<file path="src/rtl/irq_route_pkg.sv">
package irq_route_pkg;
  localparam int OFS_MASK   = 'h00;
  localparam int OFS_STATUS = 'h04;
  localparam int OFS_ROUTE  = 'h08;
  localparam int IDX_W      = 4;

  typedef enum logic [1:0] {
    SEL_NONE,
    SEL_MASK,
    SEL_STATUS,
    SEL_ROUTE
  } rdSel_e;

  typedef struct packed {
    logic             maskWe;
    logic             routeWe;
    logic [IDX_W-1:0] routeIdx;
    rdSel_e           rdSel;
  } ctrlStrobe_t;
endpackage

</file>
<file path="src/rtl/irq_route_decode.sv">
module irq_route_decode
  import irq_route_pkg::*;
#(
  parameter int ADDR_W         = 8,
  parameter int NUM_ROUTE_REGS = 4
) (
  input  logic              regWe,
  input  logic [ADDR_W-1:0] regAddr,
  output ctrlStrobe_t       strobe
);
  localparam int ROUTE_END = OFS_ROUTE + 4 * NUM_ROUTE_REGS;

  logic              isMask;
  logic              isStatus;
  logic              isRoute;
  logic [ADDR_W-1:0] routeOfs;

  assign isMask   = (regAddr == ADDR_W'(OFS_MASK));
  assign isStatus = (regAddr == ADDR_W'(OFS_STATUS));
  assign isRoute  = (regAddr[1:0] == 2'b00) &&
                    (regAddr >= ADDR_W'(OFS_ROUTE)) &&
                    (regAddr <  ADDR_W'(ROUTE_END));
  assign routeOfs = regAddr - ADDR_W'(OFS_ROUTE);

  always_comb begin
    strobe          = '0;
    strobe.rdSel    = SEL_NONE;
    strobe.routeIdx = IDX_W'(routeOfs >> 2);
    if (isMask) begin
      strobe.rdSel  = SEL_MASK;
      strobe.maskWe = regWe;
    end else if (isStatus) begin
      strobe.rdSel  = SEL_STATUS;
    end else if (isRoute) begin
      strobe.rdSel   = SEL_ROUTE;
      strobe.routeWe = regWe;
    end
  end
endmodule

</file>
<file path="src/rtl/irq_route_datapath.sv">
module irq_route_datapath
  import irq_route_pkg::*;
#(
  parameter int NUM_IN         = 32,
  parameter int NUM_OUT        = 15,
  parameter int CODE_W         = 4,
  parameter int DATA_W         = 32,
  parameter int NUM_ROUTE_REGS = 4,
  parameter int SYNC_STAGES    = 2
) (
  input  logic                               clk,
  input  logic                               rstN,
  input  logic [NUM_IN-1:0]                  irqIn,
  input  ctrlStrobe_t                        strobe,
  input  logic [DATA_W-1:0]                  wdata,
  output logic [DATA_W-1:0]                  rdata,
  output logic [NUM_OUT-1:0]                 irqOut,
  output logic [NUM_IN-1:0]                  maskQ,
  output logic [NUM_IN-1:0]                  statusQ,
  output logic [NUM_ROUTE_REGS*DATA_W-1:0]   routeFlat
);
  localparam int FIELDS_PER_REG = DATA_W / CODE_W;

  logic [NUM_IN-1:0] syncQ [SYNC_STAGES];
  logic [DATA_W-1:0] routeQ [NUM_ROUTE_REGS];
  logic [NUM_IN-1:0][CODE_W-1:0]  codeOf;
  logic [NUM_OUT-1:0][NUM_IN-1:0] hitMat;
  logic [NUM_IN-1:0]  pending;
  logic [NUM_OUT-1:0] outNext;

  // input synchronizer chain
  always_ff @(posedge clk or negedge rstN) begin
    if (!rstN) syncQ[0] <= '0;
    else       syncQ[0] <= irqIn;
  end
  for (genvar s = 1; s < SYNC_STAGES; s++) begin : g_sync
    always_ff @(posedge clk or negedge rstN) begin
      if (!rstN) syncQ[s] <= '0;
      else       syncQ[s] <= syncQ[s-1];
    end
  end
  assign statusQ = syncQ[SYNC_STAGES-1];

  always_ff @(posedge clk or negedge rstN) begin
    if (!rstN)             maskQ <= '0;
    else if (strobe.maskWe) maskQ <= wdata[NUM_IN-1:0];
  end

  for (genvar r = 0; r < NUM_ROUTE_REGS; r++) begin : g_route
    always_ff @(posedge clk or negedge rstN) begin
      if (!rstN)
        routeQ[r] <= '0;
      else if (strobe.routeWe && (strobe.routeIdx == IDX_W'(r)))
        routeQ[r] <= wdata;
    end
    assign routeFlat[r*DATA_W +: DATA_W] = routeQ[r];
  end

  // route fields: reversed word order, ascending fields inside a word
  for (genvar n = 0; n < NUM_IN; n++) begin : g_field
    localparam int WORD = NUM_ROUTE_REGS - 1 - n / FIELDS_PER_REG;
    localparam int LSB  = (n % FIELDS_PER_REG) * CODE_W;
    assign codeOf[n] = routeQ[WORD][LSB +: CODE_W];
  end

  assign pending = statusQ & maskQ;

  for (genvar k = 0; k < NUM_OUT; k++) begin : g_out
    for (genvar n = 0; n < NUM_IN; n++) begin : g_hit
      assign hitMat[k][n] = (codeOf[n] == CODE_W'(k + 1));
    end
    assign outNext[k] = |(pending & hitMat[k]);
  end

  always_ff @(posedge clk or negedge rstN) begin
    if (!rstN) irqOut <= '0;
    else       irqOut <= outNext;
  end

  always_comb begin
    rdata = '0;
    unique case (strobe.rdSel)
      SEL_MASK:   rdata[NUM_IN-1:0] = maskQ;
      SEL_STATUS: rdata[NUM_IN-1:0] = statusQ;
      SEL_ROUTE:  rdata = routeQ[strobe.routeIdx[$clog2(NUM_ROUTE_REGS)-1:0]];
      default:    rdata = '0;
    endcase
  end
endmodule

</file>
<file path="src/rtl/irq_route_ctrl.sv">
module irq_route_ctrl
  import irq_route_pkg::*;
#(
  parameter int NUM_IN      = 32,
  parameter int NUM_OUT     = 15,
  parameter int CODE_W      = 4,
  parameter int DATA_W      = 32,
  parameter int ADDR_W      = 8,
  parameter int SYNC_STAGES = 2
) (
  input  logic              clk,
  input  logic              rstN,
  input  logic [NUM_IN-1:0] irqIn,
  input  logic              regWe,
  input  logic [ADDR_W-1:0] regAddr,
  input  logic [DATA_W-1:0] regWdata,
  output logic [DATA_W-1:0] regRdata,
  output logic [NUM_OUT-1:0] irqOut
);
  localparam int NUM_ROUTE_REGS = NUM_IN * CODE_W / DATA_W;

  ctrlStrobe_t                     strobe;
  logic [NUM_IN-1:0]               maskQ;
  logic [NUM_IN-1:0]               statusQ;
  logic [NUM_ROUTE_REGS*DATA_W-1:0] routeFlat;

  irq_route_decode #(
    .ADDR_W(ADDR_W), .NUM_ROUTE_REGS(NUM_ROUTE_REGS)
  ) u_dec (
    .regWe(regWe), .regAddr(regAddr), .strobe(strobe)
  );

  irq_route_datapath #(
    .NUM_IN(NUM_IN), .NUM_OUT(NUM_OUT), .CODE_W(CODE_W), .DATA_W(DATA_W),
    .NUM_ROUTE_REGS(NUM_ROUTE_REGS), .SYNC_STAGES(SYNC_STAGES)
  ) u_dp (
    .clk(clk), .rstN(rstN), .irqIn(irqIn), .strobe(strobe),
    .wdata(regWdata), .rdata(regRdata), .irqOut(irqOut),
    .maskQ(maskQ), .statusQ(statusQ), .routeFlat(routeFlat)
  );
endmodule

</file>
<file path="config.mk">
export PLATFORM = sky130hd
export DESIGN_NAME = irq_route_ctrl
export DESIGN_NICKNAME = d
export VERILOG_FILES = /design/src/rtl/irq_route_pkg.sv /design/src/rtl/irq_route_decode.sv /design/src/rtl/irq_route_datapath.sv /design/src/rtl/irq_route_ctrl.sv
export SDC_FILE = /design/constraint.sdc
export NUM_CORES = 1
export LEC_CHECK = 0
export CAP_MARGIN = 20
export CORE_MARGIN = 4
export CORE_UTILIZATION = 40
export CTS_CLUSTER_DIAMETER = 40
export DETAILED_ROUTE_END_ITERATION = 10
export DONT_BUFFER_PORTS = 1
export SKIP_LAST_GASP = 1
export SLEW_MARGIN = 20
export SYNTH_ARGS = -nofsm -noshare
export SYNTH_HDL_FRONTEND = slang
export SYNTH_HIERARCHICAL = 1
export SYNTH_SLANG_ARGS = --single-unit
export TNS_END_PERCENT = 50
</file>
<file path="constraint.sdc">
create_clock -name clk -period 3 [get_ports clk]
set_input_delay 0.6 -clock clk [delete_from_list [all_inputs] [get_ports clk]]
set_output_delay 0.6 -clock clk [all_outputs]
set_load 0.02 [all_outputs]
</file>
==> flow_summary.ini <==
[grt]
grt_pass1_vias = 13700
antenna_found_initial = 7
grt_usage_pct = 44.4
grt_max_degree = 240
grt_pass1_wl_mm = 117
grt_overflow = 0

[power]
pwr_density_cell_nw_per_um2 = 464
finalPower_w = 0.00782
ir_drop_mv = 0.538
leakagePower_nw = 6.98

[floorplan]
dieArea_sq_um = 37700
die_w_um = 194
rows = 67
start_util_pct = 40.9
die_y_um = 194
core_area_sq_um = 33900
io_pins = 122

[placed_design]
dp.cells = 1817
hpwl_mm = 69.0
gp_congestion = 1.17
port_buffers = 0

[critical_path]
reg2reg_slack_ps = 220
crit_type = in2out
end_kind = output port
path_max_fanout = 8
reg2reg_depth = 6
timing.rr.end = u_dp/irqOut[7]
rr_startpoint = u_dp/routeFlat[34]
crit_path_start_kind = input port
cp_data_arrival_time_ps = 2500
cp_data_required_time_ps = 2400

[clock_network]
clk_path_buf_depth = 3
numCtsBuffers = 30
cts_tree = built
clk-insertion-delay-late_ps = 580
ctsHtreeMaxLevel = 1
clkTransAtPathRegs_ps = 60
cts.sinks = 239
cts_root_buffer = clkbuf_16

[final_layout]
final_common_cell = dfrtp_1
register_area_sq_um = 5980
drive_gt1_share_pct = 31.8
fill_cells = 3011
multi_input_area_sq_um = 7840
nets = 1482
syn_to_final_growth_pct = 21.8
fin_cells = 1881
layout_common_cells = 239 x dfrtp_1, 176 x mux2_2, 127 x nor4_1

[routing]
drt_pass1_iterations = 6
drtAntennaViolNets = 0
vias_per_cell = 7.59
post-route-drc-count = 0
wl_per_cell_um = 46.1
drtIter0Drc = 2161
routed_wl_mm = 86.7
via_count = 14300

[sta]
slew_headroom_pct = 23.3
fin_skew_ps = 11.8
min_period_over_period_pct = 103
fin_hold_ws_ps = -288
rsz0062_at_grt = true
setup_slack_ps = -98.7
finalSetupViolations = 17
final-hold-violation-count = 239
fmax_mhz = 323
drv_slew = 0
fin_crit_ps = 3100
max_slew.worst_pin.slew_ps = 1140

[run_status]
violations = negative hold slack, negative setup slack
status = finished with violations

[hold_path]
hold_path.class = in2async

[synthesis]
ys_warn_count = 6
synthesis.area_sq_um = 13800
syn_avg_cell_area_sq_um = 10.9
syn-instance-count = 1274
synth_fp_nets = 1350

[run]
max_cap_viol_count = 0
power by group:
group	internal [W]	leakage [nW]	switching (W)
clock	0.00242	0.525	0.00156
sequential	0.00332	3.17	0.000179
combinational	0.000165	3.29	0.000176
total	0.00591	6.98	0.00191
metrics by stage:
step                setup WS (ps)  TNS [ps]  cell area (sq um)  hold slack, ps  utilization (%)
floorplan                   -45.4     -1090              14000             304                -
global placement             -188     -2880              15500             309             45.8
detailed placement           -210     -3740              15500             310             45.8
CTS                         -62.2      -677              16800            -291             49.7
global route                 -123     -1310              16900            -298             49.8
finish                      -98.7      -824              16900            -288             49.8
worst max-delay path: stages:
cell	delay, ps
or4_4	540
a2111oi_4	260
buf_6	200
buf_6	120
buf_16	140
mux2_2	370
a22o_4	260
worst max-delay path by stage:
stage	depth (start not counted)	startpoint	slack [ps]	to
4_1_cts	8	regAddr[6]	-60	regRdata[2]
3_3_place_gp	6	regAddr[5]	-190	regRdata[13]
2_1_floorplan	7	regAddr[5]	-50	regRdata[0]
5_1_grt	7	regAddr[6]	-120	regRdata[0]
6_report	7	regAddr[6]	-100	regRdata[0]
3_5_place_dp	6	regAddr[5]	-210	regRdata[13]
metal layers:
layer / track usage (%) / part of all wire, %
met4: 25.9 / 8.2
met5: 0 / 0.054
met3: 12.9 / 12
met1: 59.4 / 38
met2: 64.2 / 41
area by class of cell:
| type | instances | share of cell area (%) |
|---|---|---|
| Multi-Input combinational cell | 980 | 46.5 |
| Antenna cell | 3 | 0.0445 |
| Clock buffer | 35 | 4.87 |
| Timing Repair Buffer | 149 | 7.95 |
| Tap cell | 448 | 3.32 |
| Clock inverter | 21 | 1.71 |
| Inverter | 6 | 0.134 |
| Sequential cell | 239 | 35.5 |
repair_timing:
item                                   4_1_cts  5_1_grt
setup endpoints to repair                   31       28
resized for setup                           31       12
buffers inserted                             3        1
gates cloned                                 2        0
pin swaps                                    3        1
endpoints found under the hold margin      239      239
registers in the layout, indices dropped and copies added (netlist names):
name	flops
u_dp/maskQ	32
u_dp/syncQ	32
u_dp/statusQ	32
u_dp/irqOut	15
u_dp/routeFlat	128
No activity file was read; power rests on OpenSTA's default activity.
